`src/rtl/pbyte_pkg.sv`:
```
package pbyte_pkg;

    typedef enum logic [2:0] {
        OP_SADD = 3'd0,
        OP_UADD = 3'd1,
        OP_SSUB = 3'd2,
        OP_USUB = 3'd3,
        OP_SEL  = 3'd4
    } op_e;

endpackage

```
`src/rtl/pbyte_lane.sv`:
```
module pbyte_lane #(
    parameter int W = 8
) (
    input  logic [W-1:0] a,
    input  logic [W-1:0] b,
    input  logic         is_sub,
    input  logic         is_signed,
    output logic [W-1:0] res,
    output logic         ge
);

    logic [W:0] ax;
    logic [W:0] bx;
    logic [W:0] wide;

    always_comb begin
        ax   = is_signed ? {a[W-1], a} : {1'b0, a};
        bx   = is_signed ? {b[W-1], b} : {1'b0, b};
        wide = is_sub ? (ax - bx) : (ax + bx);
        res  = wide[W-1:0];
        // unsigned add reports the carry; every other variant reports "not negative"
        ge   = (!is_signed && !is_sub) ? wide[W] : ~wide[W];
    end

endmodule

```
`src/rtl/pbyte_select.sv`:
```
module pbyte_select #(
    parameter int LANES = 4,
    parameter int W     = 8
) (
    input  logic [LANES*W-1:0] a,
    input  logic [LANES*W-1:0] b,
    input  logic [LANES-1:0]   ge,
    output logic [LANES*W-1:0] y
);

    logic [LANES*W-1:0] mask;

    for (genvar i = 0; i < LANES; i++) begin : g_mask
        assign mask[i*W +: W] = {W{ge[i]}};
    end

    assign y = (a & mask) | (b & ~mask);

endmodule

```
`src/rtl/pbyte_alu.sv`:
```
module pbyte_alu
    import pbyte_pkg::*;
#(
    parameter int LANES  = 4,
    parameter int LANE_W = 8
) (
    input  logic                    clk,
    input  logic                    rst_n,
    input  logic                    in_vld,
    input  logic [2:0]              op,
    input  logic [LANES*LANE_W-1:0] a,
    input  logic [LANES*LANE_W-1:0] b,
    output logic                    out_vld,
    output logic [LANES*LANE_W-1:0] out_res,
    output logic [LANES-1:0]        ge_flags
);

    localparam int DW = LANES * LANE_W;

    typedef struct packed {
        logic             vld;
        logic [DW-1:0]    res;
        logic [LANES-1:0] ge;
    } state_t;

    state_t state_d, state_q;

    logic             arith_sub_d;
    logic             arith_signed_d;
    logic [DW-1:0]    arith_res_d;
    logic [LANES-1:0] arith_ge_d;
    logic [DW-1:0]    sel_res_d;

    for (genvar i = 0; i < LANES; i++) begin : g_lane
        pbyte_lane #(.W(LANE_W)) u_lane (
            .a         (a[i*LANE_W +: LANE_W]),
            .b         (b[i*LANE_W +: LANE_W]),
            .is_sub    (arith_sub_d),
            .is_signed (arith_signed_d),
            .res       (arith_res_d[i*LANE_W +: LANE_W]),
            .ge        (arith_ge_d[i])
        );
    end

    pbyte_select #(.LANES(LANES), .W(LANE_W)) u_sel (
        .a  (a),
        .b  (b),
        .ge (state_q.ge),
        .y  (sel_res_d)
    );

    always_comb begin
        op_e opc;
        opc            = op_e'(op);
        arith_sub_d    = (opc == OP_SSUB) || (opc == OP_USUB);
        arith_signed_d = (opc == OP_SADD) || (opc == OP_SSUB);

        state_d     = state_q;
        state_d.vld = in_vld;
        if (in_vld) begin
            case (opc)
                OP_SADD, OP_UADD, OP_SSUB, OP_USUB: begin
                    state_d.res = arith_res_d;
                    state_d.ge  = arith_ge_d;
                end
                OP_SEL:  state_d.res = sel_res_d;
                default: state_d.res = '0;
            endcase
        end
    end

    always_ff @(posedge clk) begin
        if (!rst_n) begin
            state_q <= '0;
        end else begin
            state_q <= state_d;
        end
    end

    assign out_vld  = state_q.vld;
    assign out_res  = state_q.res;
    assign ge_flags = state_q.ge;

endmodule

```
`config.mk`:
```
export PLATFORM = sky130hd
export DESIGN_NAME = pbyte_alu
export DESIGN_NICKNAME = d
export VERILOG_FILES = /design/src/rtl/pbyte_pkg.sv /design/src/rtl/pbyte_lane.sv /design/src/rtl/pbyte_select.sv /design/src/rtl/pbyte_alu.sv
export SDC_FILE = /design/constraint.sdc
export NUM_CORES = 1
export LEC_CHECK = 0
export ABC_AREA = 0
export BUFFER_PORTS_ARGS = -buffer_cell sky130_fd_sc_hd__buf_2
export CORE_MARGIN = 1.5
export CORE_UTILIZATION = 50
export CTS_CLUSTER_DIAMETER = 120
export DETAILED_ROUTE_END_ITERATION = 12
export PLACE_DENSITY = 0.82
export RECOVER_POWER = 25
export SETUP_SLACK_MARGIN = 0.2
export SYNTH_ARGS = -nofsm -noshare
export SYNTH_HDL_FRONTEND = slang
export SYNTH_SLANG_ARGS = --single-unit
```
`constraint.sdc`:
```
create_clock -name clk -period 3.9 [get_ports clk]
set_input_delay 0.39 -clock clk [delete_from_list [all_inputs] [get_ports clk]]
set_output_delay 0.39 -clock clk [all_outputs]
set_load 0.01 [all_outputs]
```
## After elaboration in Yosys (flattened, before gate mapping)

Cells that the tools add are included.

| word-level totals | value |
|---|---|
| bits of input ports | 70 |
| register bits | 37 |
| bits in read-only memories | 0 |
| memories | 0 |
| output and inout port bits | 37 |
| latch bits | 0 |
| logic and storage cells | 48 |
| RAM bits | 0 |

| operators by class | value |
|---|---|
| $add $sub $neg | 8 |
| shift operators | 0 |
| eq/ne operators | 4 |
| bitwise gates (word level) | 8 |
| reductions and logical operators | 8 |
| multiply operators | 0 |
| muxes and demuxes | 17 |
| divide/modulo/power cells | 0 |
| $lt $le $gt $ge | 0 |

Operators with widths:

| cell | number |
|---|---|
| 9-bit two-way mux | 12 |
| 32-bit AND | 2 |
| 32-bit case mux with 2 select lines | 1 |
| 9-bit adder | 4 |
| 9-bit subtractor | 4 |
| 32-bit inverter | 1 |
| 32-bit OR | 1 |
| 3-bit by 2-bit equality test with 1-bit output (second input constant) | 2 |
| 1-bit two-way mux | 4 |
| 1-bit inverter | 4 |
| 4-bit OR reduction | 1 |
| 3-bit by 1-bit equality test with 1-bit output (second input constant) | 1 |
| 3-bit equality test (second input constant) | 1 |
| 3-bit logical NOT | 1 |
| 1-bit logical NOT | 2 |
| 1-bit logical OR | 2 |
| 2-bit AND reduction | 1 |
| 1-bit logical AND | 1 |

## Longest topological paths before layout

| logic depth | value |
|---|---|
| depth after elaboration | 7 |
| mapped depth | 13 |

## Hierarchy

A second synthesis with hierarchy kept.

| unflattened totals | value |
|---|---|
| cell total of the unflattened synthesis | 436 |
| area total of the unflattened synthesis | 4120.2 µm² |

Modules (own cells, without submodules):

| module | sequential area each (µm²) | times used | area an instance (µm²) | cells each |
|---|---|---|---|---|
| pbyte_lane | 0.0 | 4 | 534.3 | 68 |
| pbyte_alu | 740.7 | 1 | 1457.6 | 128 |
| pbyte_select | 0.0 | 1 | 525.5 | 36 |

## Worst setup path before layout

OpenSTA, ideal clock, no wires.

| timing path | value |
|---|---|
| kind | input port to flip-flop |
| from | in op[2] |
| to | reg state_q (netlist bit out_res[22]) |
| slack | 1.119 ns |
| arrival time | 2.711 ns |
| required time | 3.830 ns |
| cell stages on the path | 12 |
| path through | clkbuf_1 -> nor2_1 -> clkbuf_1 -> nor2_1 -> xnor2_1 -> ha_1 -> nor2b_1 -> o31a_1 -> o21a_1 -> o21ai_1 -> or3b_1 -> a21oi_1 |

| between the ends | value |
|---|---|
| longest elaborated chain between the ends | 4 |
| elaborated cells between the ends (all ways) | 9 |
| those cells by class | eq/ne: 4; mux: 2; reduce/logical: 3 |

RTL lines:

| what | RTL line | RTL |
|---|---|---|
| start: declaration | pbyte_alu.sv:10 | `input logic [2:0] op,` |
| 3-bit by 2-bit equality test with 1-bit output | pbyte_alu.sv:55, pbyte_alu.sv:61 |  |
| 1-bit logical OR | pbyte_alu.sv:55 | `arith_sub_d = (opc == OP_SSUB) \|\| (opc == OP_USUB);` |
| 9-bit two-way mux | pbyte_lane.sv:19 | `wide = is_sub ? (ax - bx) : (ax + bx);` |
| 32-bit case mux with 2 select lines (*) | pbyte_alu.sv:61 | `case (opc)` |
| end signal: assignment | pbyte_alu.sv:76 | `state_q <= state_d;` |
| end: declaration | pbyte_alu.sv:26 | `state_t state_d, state_q;` |

Mark *: on every way between the ends. The rest lies on a longest branch, timed or not.
A chain may end at the register's enable or synchronous reset.

## Worst setup path after layout

| timing path | value |
|---|---|
| from | in op[1] |
| to | reg state_q (netlist bit out_res[22]) |

The elaborated chain is that of the path after synthesis.

==> out/results.ini <==
[synthesis]
ys_warn_count = 0
syn_area_mm2 = 0.00399
async_flop_share_pct = 0
synthTopCellsByCount = 41 x a21oi_1, 37 x dfxtp_1, 36 x ha_1, 30 x o21ai_0, 28 x nor2_1
synth_top_area_share_pct = 18.6
ys_seq_area_share_pct = 18.6
yosysTopAreaCell = dfxtp_1
yosys_most_used_dff = dfxtp_1
synth_enable_flop_cells = 0
synth_area_per_cell_um2 = 8.08
syn_inst = 494
synth_nets = 604
yosysMostFrequentCell = a21oi_1
ys_ff_latch = 37
synth.distinct_cells = 59
synth_area_leaders = dfxtp_1 19%, ha_1 11%, mux2i_1 6.0%, xnor2_1 5.3%, a21oi_1 5.1%

[clock_tree]
ctsResizeCount = 0
post_cts_buffers = 0
clockBufferDepth = 2
clkSinkCount = 37
postCtsHoldBufs = 0
h-tree-depth = 2
clk_pin_slew_worst_paths_ns = 0.07
cts-root-buf = clkbuf_8
clk_latency_ns = 0.30
cts_made_buffers = 5
cts_tree = yes

[worst_setup_path]
reg2reg_depth = 4
cp.arrival_ns = 3.17
required_ns = 4.12
cp_max_fo = 15
worst_setup_path_end_kind = register
startpoint_type = primary input
path_class = primary input to register

[cells_and_area]
stdcell_count = 686
area_growth_pct = 16.0
nets = 694
stdcell_area_mm2 = 0.00463
num_antenna_cells = 0
fill_cells = 701
drive_gt1_share_pct = 20.2

[die]
die_area_mm2 = 0.00853
core-area_mm2 = 0.00773
row_count = 32
die_x_um = 92.3
num_io_pins = 107
initial_core_util_pct = 51.7
fp.dieH_um = 92.3

[routing]
num_vias = 4209
ant_nets = 0
wire_per_inst_um = 16.1
wirelength_um = 11000
routed_via_density = 6.14
first_pass_iters = 4
drc = 0
drt-initial-drc-count = 195

[grt]
first_global_vias = 3910
antenna_found_initial = 0
grt_pass1_wl_um = 17800
track_usage_pct = 25.5
grt_overflow = 0
grt_max_degree = 58

[power_and_ir_drop]
p_per_area_mw_per_mm2 = 294
p_leak_nw = 2.07
ir_worst_vdd_uv = 146

[timing]
fin_worst_skew_ns = 0.00685
setup_slack_ns = 0.946
tightest_slew_ns = 1.90
hold_viol = 0
final_max_slew_viol_count = 44
timing.final.crit_period_ns = 2.95
rsz0062_at_grt = false
final.setup.tns_ns = 0
relSlewSlack_pct = -26.5
fin_crit_sh_pct = 75.8
fmax_mhz = 338
setup_viol_count_final = 0

[place]
io_buffers = 106
dp_cells = 679
place_congestion = 0.895
dp_hpwl_um = 8150
place_ws_ns = 0.677
dpl-instance-area_mm2 = 0.00457

[run]
cap_violations = 1

[status]
violations = capacitance limit, slew limit
outcome = finished with violations

[worst_hold_path]
hold_path_class = register to register
whs_path_depth = 1

## critical path: stages
cell	delay, ns
buf_2	0.16
inv_1	0.10
nor2_1	0.72
nor2_1	0.11
xnor2_1	0.17
ha_1	0.31
nor2b_1	0.15
o31a_1	0.27
o21a_1	0.19
o21ai_1	0.11
or3b_1	0.35
a21oi_1	0.13
## flip-flops by register name, indices dropped and copies added (netlist names)
register  cells
ge_flags      4
out_res      32
out_vld       1
## stage by stage
stage | util (%) | hold WS (ns) | total power [W]
2_1_floorplan | - | 0.503 | 0.000890
3_3_place_gp | 59.1 | 0.459 | 0.00105
3_5_place_dp | 59.1 | 0.461 | 0.00107
4_1_cts | 60.2 | 0.480 | 0.00136
5_1_grt | 59.9 | 0.501 | 0.00145
6_report | 59.9 | 0.475 | 0.00136
## logic make-up (layout without fill, tap and decap cells)
logic type / after synthesis / after routing / share of synthesized area [%]
flip-flops: 37 / 37 / 18.6
AND/OR/NAND/NOR: 122 / 122 / 16.3
XOR/XNOR: 37 / 37 / 8.31
multiplexers: 36 / 36 / 9.40
AO/OA/AOI/OAI: 169 / 169 / 29.0
buffers and inverters: 53 / 143 / 5.08
adder cells (fa/ha/maj): 40 / 40 / 13.3
## cell usage in the layout, fill, tap and decap left out, drive strengths merged, types with 3 or more instances in the layout
master	synthesis	final
a211oi	4	4
a21o	6	6
a21oi	41	41
a31oi	9	9
and2	4	4
buf	6	90
clkbuf	19	25
dfxtp	37	37
fa	4	4
ha	36	36
inv	27	27
mux2	12	12
mux2i	24	24
nand2	19	19
nand2b	9	9
nand3	7	7
nand3b	4	4
nand4	3	3
nor2	28	28
nor2b	10	10
nor3	14	14
nor3b	5	5
nor4	5	5
o2111ai	3	3
o211a	15	15
o211ai	7	7
o21a	11	11
o21ai	32	32
o221ai	12	12
o22a	3	3
o311ai	4	4
o31a	3	3
o31ai	6	6
or2	4	4
or3	4	4
xnor2	24	24
xor2	13	13
## power by group
part	switching [W]	leakage (nW)	internal (W)
Clock	0.000149	0.0443	0.000141
Combinational	0.000339	1.72	0.000286
Sequential	0.0000327	0.306	0.000412
## cell type report
class                      count  area (um2)  area share (%)
multi-input combinational    404        3050            65.8
sequential                    37         741            16.0
timing repair buffer         108         523            11.3
tap                          102         128            2.76
inverter                      28         105            2.27
clock buffer                   7        86.3            1.86
## worst paths after layout
kind                from     endpoint  slack (ns)
max reg2reg  ge_flags[3]  out_res[29]        2.23
min reg2reg   out_res[0]   out_res[0]        0.47
max                op[1]  out_res[22]        0.95
min           out_res[0]   out_res[0]        0.47
## layer usage
layer / track usage, % / up-vias / part of all wire [%]
met4: 8.59 / 0 / 1.9
met2: 44.0 / 150 / 48
met5: 0 / - / 0
met3: 4.68 / 23 / 6.4
li1: - / 2033 / -
met1: 31.7 / 2003 / 44
Note: power is estimated with default switching activity, not from simulation.
